--- src/rtl/wps_pkg.sv ---
package wps_pkg;
  typedef enum logic [1:0] {ST_IDLE, ST_LOAD, ST_BUSY} wps_state_e;
  typedef enum logic [1:0] {ACT_NONE, ACT_SET, ACT_CLR} wps_act_e;

  localparam int unsigned CODE_W = 8;
  localparam logic [CODE_W-1:0] CODE_LEAD   = 8'hAA;
  localparam logic [CODE_W-1:0] CODE_FOLLOW = 8'h55;
  localparam logic [CODE_W-1:0] CODE_SET    = 8'hA0;
  localparam logic [CODE_W-1:0] CODE_PRECLR = 8'h80;
  localparam logic [CODE_W-1:0] CODE_CLR    = 8'h20;

  localparam int unsigned STEP_W   = 3;
  localparam int unsigned CLR_LAST = 5;
endpackage

--- src/rtl/wps_match.sv ---
module wps_match
  import wps_pkg::*;
#(
  parameter int unsigned ADDR_W = 15,
  parameter int unsigned DATA_W = 8,
  parameter logic [ADDR_W-1:0] KEY_A = 15'h5555,
  parameter logic [ADDR_W-1:0] KEY_B = 15'h2AAA
) (
  input  logic [STEP_W-1:0] step_i,
  input  logic [ADDR_W-1:0] addr_i,
  input  logic [DATA_W-1:0] data_i,
  output logic              hit_o,
  output logic              set_done_o,
  output logic              clr_done_o
);
  logic at_a, at_b;
  logic [CODE_W-1:0] code;

  assign at_a = (addr_i == KEY_A);
  assign at_b = (addr_i == KEY_B);
  assign code = CODE_W'(data_i);

  always_comb begin
    hit_o      = 1'b0;
    set_done_o = 1'b0;
    clr_done_o = 1'b0;
    unique case (step_i)
      3'd0: hit_o = at_a && code == CODE_LEAD;
      3'd1: hit_o = at_b && code == CODE_FOLLOW;
      3'd2: begin
        // step 2 forks: arm ends here, disarm continues
        set_done_o = at_a && code == CODE_SET;
        hit_o      = at_a && (code == CODE_SET || code == CODE_PRECLR);
      end
      3'd3: hit_o = at_a && code == CODE_LEAD;
      3'd4: hit_o = at_b && code == CODE_FOLLOW;
      3'd5: begin
        hit_o      = at_a && code == CODE_CLR;
        clr_done_o = hit_o;
      end
      default: hit_o = 1'b0;
    endcase
  end
endmodule

--- src/rtl/wps_window.sv ---
module wps_window #(
  parameter int unsigned LOAD_WINDOW = 16
) (
  input  logic clk_i,
  input  logic rst_ni,
  input  logic run_i,
  input  logic clear_i,
  output logic expired_o
);
  localparam int unsigned CNT_W = $clog2(LOAD_WINDOW + 1);
  localparam logic [CNT_W-1:0] LAST = CNT_W'(LOAD_WINDOW - 1);

  logic [CNT_W-1:0] cnt_q;

  always_ff @(posedge clk_i or negedge rst_ni) begin
    if (!rst_ni)                 cnt_q <= '0;
    else if (!run_i || clear_i)  cnt_q <= '0;
    else if (cnt_q != LAST)      cnt_q <= cnt_q + 1'b1;
  end

  assign expired_o = run_i && !clear_i && (cnt_q == LAST);
endmodule

--- src/rtl/wps_flag.sv ---
module wps_flag
  import wps_pkg::*;
(
  input  logic      clk_i,
  input  logic      apply_i,
  input  wps_act_e  act_i,
  output logic      prot_o
);
  // retained across reset; only the power-up value is defined
  logic prot_q = 1'b0;

  always_ff @(posedge clk_i) begin
    if (apply_i) begin
      case (act_i)
        ACT_SET: prot_q <= 1'b1;
        ACT_CLR: prot_q <= 1'b0;
        default: prot_q <= prot_q;
      endcase
    end
  end

  assign prot_o = prot_q;
endmodule

--- src/rtl/wps_seq.sv ---
module wps_seq
  import wps_pkg::*;
#(
  parameter int unsigned ADDR_W      = 15,
  parameter int unsigned DATA_W      = 8,
  parameter int unsigned LOAD_WINDOW = 16,
  parameter logic [ADDR_W-1:0] KEY_A = 15'h5555,
  parameter logic [ADDR_W-1:0] KEY_B = 15'h2AAA
) (
  input  logic              clk_i,
  input  logic              rst_ni,
  input  logic              wr_valid_i,
  input  logic [ADDR_W-1:0] wr_addr_i,
  input  logic [DATA_W-1:0] wr_data_i,
  input  logic              cycle_done_i,
  output logic              cmd_o,
  output logic              store_o,
  output logic              start_cycle_o,
  output logic              program_o,
  output logic              busy_o,
  output logic              prot_o
);
  wps_state_e       state_q;
  wps_act_e         act_q;
  logic [STEP_W-1:0] step_q;
  logic             data_q, stored_q;

  logic accept, matching, hit, set_done, clr_done, cmd, store, auth;
  logic expired, apply;

  wps_match #(
    .ADDR_W(ADDR_W), .DATA_W(DATA_W), .KEY_A(KEY_A), .KEY_B(KEY_B)
  ) u_match (
    .step_i    (step_q),
    .addr_i    (wr_addr_i),
    .data_i    (wr_data_i),
    .hit_o     (hit),
    .set_done_o(set_done),
    .clr_done_o(clr_done)
  );

  wps_window #(.LOAD_WINDOW(LOAD_WINDOW)) u_window (
    .clk_i    (clk_i),
    .rst_ni   (rst_ni),
    .run_i    (state_q == ST_LOAD),
    .clear_i  (accept),
    .expired_o(expired)
  );

  assign apply = (state_q == ST_BUSY) && cycle_done_i;

  wps_flag u_flag (
    .clk_i  (clk_i),
    .apply_i(apply),
    .act_i  (act_q),
    .prot_o (prot_o)
  );

  assign accept   = wr_valid_i && (state_q != ST_BUSY);
  // matching only before any data byte and before a completed sequence
  assign matching = accept && (act_q == ACT_NONE) && !data_q;
  assign cmd      = matching && hit;
  assign auth     = !prot_o || (act_q != ACT_NONE);
  assign store    = accept && !cmd && auth;

  always_ff @(posedge clk_i or negedge rst_ni) begin
    if (!rst_ni) begin
      state_q  <= ST_IDLE;
      act_q    <= ACT_NONE;
      step_q   <= '0;
      data_q   <= 1'b0;
      stored_q <= 1'b0;
    end else begin
      unique case (state_q)
        ST_IDLE, ST_LOAD: begin
          if (accept) begin
            state_q <= ST_LOAD;
            if (cmd) begin
              if (set_done) begin
                act_q  <= ACT_SET;
                step_q <= '0;
              end else if (clr_done) begin
                act_q  <= ACT_CLR;
                step_q <= '0;
              end else begin
                step_q <= step_q + 1'b1;
              end
            end else begin
              data_q <= 1'b1;
              step_q <= '0;
              if (store) stored_q <= 1'b1;
            end
          end else if (expired) begin
            if (act_q != ACT_NONE || data_q) begin
              state_q <= ST_BUSY;
            end else begin
              state_q <= ST_IDLE;
              step_q  <= '0;
            end
          end
        end
        ST_BUSY: begin
          if (cycle_done_i) begin
            state_q  <= ST_IDLE;
            act_q    <= ACT_NONE;
            step_q   <= '0;
            data_q   <= 1'b0;
            stored_q <= 1'b0;
          end
        end
        default: state_q <= ST_IDLE;
      endcase
    end
  end

  assign cmd_o         = cmd;
  assign store_o       = store;
  assign start_cycle_o = expired && (act_q != ACT_NONE || data_q);
  assign program_o     = stored_q;
  assign busy_o        = (state_q == ST_BUSY);
endmodule

--- config.mk ---
export PLATFORM = sky130hd
export DESIGN_NAME = wps_seq
export DESIGN_NICKNAME = d
export VERILOG_FILES = /design/src/rtl/wps_pkg.sv /design/src/rtl/wps_match.sv /design/src/rtl/wps_window.sv /design/src/rtl/wps_flag.sv /design/src/rtl/wps_seq.sv
export SDC_FILE = /design/constraint.sdc
export NUM_CORES = 1
export LEC_CHECK = 0
export BUFFER_PORTS_ARGS = -buffer_cell sky130_fd_sc_hd__buf_2
export CAP_MARGIN = 15
export CELL_PAD_IN_SITES_DETAIL_PLACEMENT = 1
export CELL_PAD_IN_SITES_GLOBAL_PLACEMENT = 1
export CORE_MARGIN = 2
export CORE_UTILIZATION = 35
export CTS_CLUSTER_DIAMETER = 50
export DETAILED_ROUTE_END_ITERATION = 7
export MAX_ROUTING_LAYER = met4
export PLACE_DENSITY = 0.81
export SLEW_MARGIN = 20
export SYNTH_ARGS = -nofsm -noshare
export SYNTH_HDL_FRONTEND = slang
export SYNTH_SLANG_ARGS = --single-unit
export TNS_END_PERCENT = 10
--- constraint.sdc ---
create_clock -name clk_i -period 2.5 [get_ports clk_i]
set_clock_uncertainty 0.15 [all_clocks]
set_input_delay 0.25 -clock clk_i [delete_from_list [all_inputs] [get_ports clk_i]]
set_output_delay 0.25 -clock clk_i [all_outputs]
set_load 0.01 [all_outputs]
==> results.sh <==
export IMPL_grt_pass1_wl_mm=6.161
export IMPL_dieArea_mm2=0.003878
export IMPL_yosysWarnings=0
export IMPL_report_final_slew_viol_count=0
export IMPL_portBuffers=32
export IMPL_cts_path_max_buffers=2
export IMPL_clockRootBuffer="clkbuf_4"
export IMPL_row_count=21
export IMPL_setup_ws_ns=-0.3792
export IMPL_total_power_w=0.0004670
export IMPL_critPathCaptureType="primary output"
export IMPL_dp_slack_ns=-0.1481
export IMPL_critPathCapture="store_o"
export IMPL_r2r_end="step_q[0]"
export IMPL_synth_seq_area_share_pct=32.00
export IMPL_power_leakage_nw=0.6846
export IMPL_grt_max_degree=15
export IMPL_grt_pass1_vias=1350
export IMPL_syn_instance_count=127
export IMPL_reg2reg_from="step_q[0]"
export IMPL_route_detailed_drc=0
export IMPL_cp_num_buf_inv=1
export IMPL_grt_ovfl_total=0
export IMPL_critPathKind="reg -> out"
export IMPL_finalCriticalPeriod_ns=2.879
export IMPL_syn_to_final_growth_pct=34.32
export IMPL_multi_input_area_um2=815.8
export IMPL_timing_fmax_ghz=0.3473
export IMPL_final_common_cell="buf_2"
export IMPL_p_per_area_mw_per_mm2=292.5
export IMPL_critPathMaxStageDelay_ns=0.42
export IMPL_cts_buffers_inserted=3
export IMPL_worst_ep_arrival_time_ns=2.48
export IMPL_start_kind="register"
export IMPL_postRouteAntennaNets=0
export IMPL_vias=1207
export IMPL_pin_count=33
export IMPL_finalNetCount=214
export IMPL_die_w_um=62.28
export IMPL_vdd_drop_max_v=0.0002313
export IMPL_dp_cells=213
export IMPL_post_route_util_pct=48.22
export IMPL_dp_hpwl_mm=2.756
export IMPL_startpoint="step_q[0]"
export IMPL_cts_tree="built"
export IMPL_relSlewSlack_pct=66.22
export IMPL_post_drt_wl_per_cell_um=16.14
export IMPL_rsz0062_at_grt="true"
export IMPL_n_fill_cell=419
export IMPL_antenna_found_initial=0
export IMPL_crit_chain="ha_2 > ha_4 > or4_4 > o22a_1 > a2111oi_4 > nor2_2 > and4_1 > buf_2"
export IMPL_slowest_stage="dfrtp_1"
export IMPL_viasPerCell=5.413
export IMPL_crit_family="simple AND/OR/NAND/NOR gates"
export IMPL_ys_seq_elements=15
export IMPL_syn_num_nets=163
export IMPL_period_share_pct=115.2
export IMPL_die_h_um=62.28
export IMPL_drt_iter0_markers=31
export IMPL_h_tree_depth=1
export IMPL_worstPathMaxFanout=3
export IMPL_layout_common_cells="buf_2 (32), dfrtp_1 (14), buf_4 (14)"
export IMPL_drive_above_1_share_pct=37.85
export IMPL_num_antenna_cells=0
export IMPL_fin_cells=223
export IMPL_reg2reg_slack_ns=-0.13
export IMPL_violations="negative setup slack"
export IMPL_start_util_pct=35.90
export IMPL_r2r_cells=9
export IMPL_finalSetupViolations=9
export IMPL_firstDrtPassIters=2
export IMPL_clk_latency_ns=0.30
export IMPL_hold_class="in -> reg"
export IMPL_seq_area_um2=380.4
export IMPL_routed_wl_mm=3.600
export IMPL_cp_depth=8
export IMPL_track_usage_pct=19.94
export IMPL_gp_congestion=0.9614
export IMPL_cts_sinks=15
export IMPL_cp_required_ns=2.10
export IMPL_hold_viol_final=0
export IMPL_maxCapViolCount=0
export IMPL_syn_cell_area_mm2=0.001189
export IMPL_cts_clk_slew_worst_paths_ns=0.09
export IMPL_synth_distinct_cells=43
export IMPL_coreArea_mm2=0.003311
export IMPL_syn_area_per_cell_um2=9.359
export IMPL_status="finished with violations"
export IMPL_holdWs_ns=0.02484
export IMPL_worst_pin_slew_ns=0.5015
power by group:
group	switching, W	internal, W	total (W)
registers	0.00000409	0.000249	0.000253
logic	0.0000369	0.0000330	0.0000699
clock network	0.0000822	0.0000622	0.000144
total	0.000123	0.000344	0.000467
kinds of logic (layout without fill, tap and decap cells):
logic type                 Yosys count  after routing  share of synthesized area, %
DFF                                 15             15                         32.00
xor gates and xnor gates             3              3                         2.211
adders and majority gates            9              9                         9.474
buffers and inverters               12             62                         3.789
AOI/OAI and AO/OA                   21             21                         15.37
muxes                                2              2                         1.684
and+or+nand+nor                     65             65                         35.47
worst register-to-register path, stage by stage (launching register included):
cell and delay, ns:
dfrtp_1 0.42, ha_2 0.22, ha_4 0.16, or4_4 0.41, o22a_1 0.23, a2111oi_4 0.36, nor2_2 0.08, buf_4 0.16
buf_4 0.14, o31ai_2 0.21
final cells by class:
class	count	area share, %
Multi-Input combinational cell	100	51.10
Clock buffer	4	1.646
Sequential cell	15	23.82
Inverter	11	2.586
Timing Repair Buffer	47	17.24
Tap cell	46	3.605
sequential cells by signal (all words and copies together), names as in the netlist:
| signal | flops |
|---|---|
| program_o | 1 |
| act_q | 2 |
| data_q | 1 |
| state_q | 2 |
| step_q | 3 |
| u_flag.prot_o | 1 |
| u_window.cnt_q | 5 |
cells in the mapped netlist:
| master | instances | area, um^2 |
|---|---|---|
| nor2b_1 | 4 | 25.02 |
| nand4b_1 | 2 | 17.52 |
| nand3b_1 | 2 | 15.01 |
| or2_4 | 1 | 8.760 |
| nand3_1 | 3 | 15.01 |
| a311o_1 | 1 | 10.01 |
| clkbuf_1 | 1 | 3.750 |
| or4_1 | 3 | 22.52 |
| a2111oi_0 | 1 | 8.760 |
| o22ai_1 | 1 | 6.260 |
| a2111oi_4 | 1 | 27.53 |
| or4_4 | 1 | 11.26 |
| o31ai_1 | 3 | 22.52 |
| and3b_1 | 1 | 8.760 |
| o21ai_0 | 2 | 10.01 |
| ha_1 | 9 | 112.6 |
| nor3_1 | 1 | 5.000 |
| mux2i_1 | 2 | 20.02 |
| nand2_1 | 9 | 33.78 |
| a32o_1 | 1 | 10.01 |
| a2111o_1 | 1 | 11.26 |
| inv_1 | 11 | 41.29 |
| xor2_1 | 2 | 17.52 |
| and3_1 | 3 | 18.77 |
| or3b_1 | 1 | 8.760 |
| a21oi_1 | 3 | 15.01 |
| dfrtp_1 | 14 | 350.3 |
| xnor2_1 | 1 | 8.760 |
| and4b_1 | 2 | 20.02 |
| nand2b_1 | 4 | 25.02 |
| nor4_1 | 2 | 12.51 |
| o221a_2 | 1 | 11.26 |
| o22a_1 | 1 | 8.760 |
| o21a_1 | 2 | 15.01 |
| nand4_1 | 4 | 25.02 |
| a31oi_1 | 1 | 6.260 |
| a211o_2 | 2 | 20.02 |
| edfxtp_1 | 1 | 30.03 |
| nor4_2 | 1 | 12.51 |
| nor4b_1 | 2 | 17.52 |
| nor2_1 | 11 | 41.29 |
| and4_1 | 2 | 17.52 |
| nor4bb_1 | 6 | 60.06 |
metrics by stage:
stage	TNS, ns	cell area [um^2]
3_3_place_gp	-0.04233	1473
3_5_place_dp	-0.2832	1473
2_1_floorplan	0	1191
5_1_grt	-2.209	1597
6_report	-1.256	1597
4_1_cts	-1.496	1569
how the worst min path moves through the flow:
stage	slack, ns	depth (start not counted)	end	start
finish	0.02	2	state_q[1]	cycle_done_i
global route	0.04	2	state_q[1]	cycle_done_i
CTS	0.03	2	state_q[1]	cycle_done_i
detailed placement	0.02	1	data_q	rst_ni
global placement	0.01	1	program_o	rst_ni
floorplan	-0.20	0	act_q[0]	rst_ni
repair_timing:
action,CTS,global route
buffers inserted,5,0
pin swaps,5,6
hold buffers,1,0
hold endpoints to repair,14,0
endpoints found under the setup margin,6,9
resized for setup,6,6
metal layers:
metal / GRT usage, % / part of all wire (%) / wire length (um) / up-vias
met5: - / 0 / 0 / -
met4: 5.556 / 1.1 / 38 / 0
met3: 3.442 / 5.4 / 196 / 5
met2: 38.04 / 52 / 1877 / 36
met1: 21.05 / 41 / 1488 / 580
li1: - / - / - / 586
No activity file was read; power rests on OpenSTA's default activity.
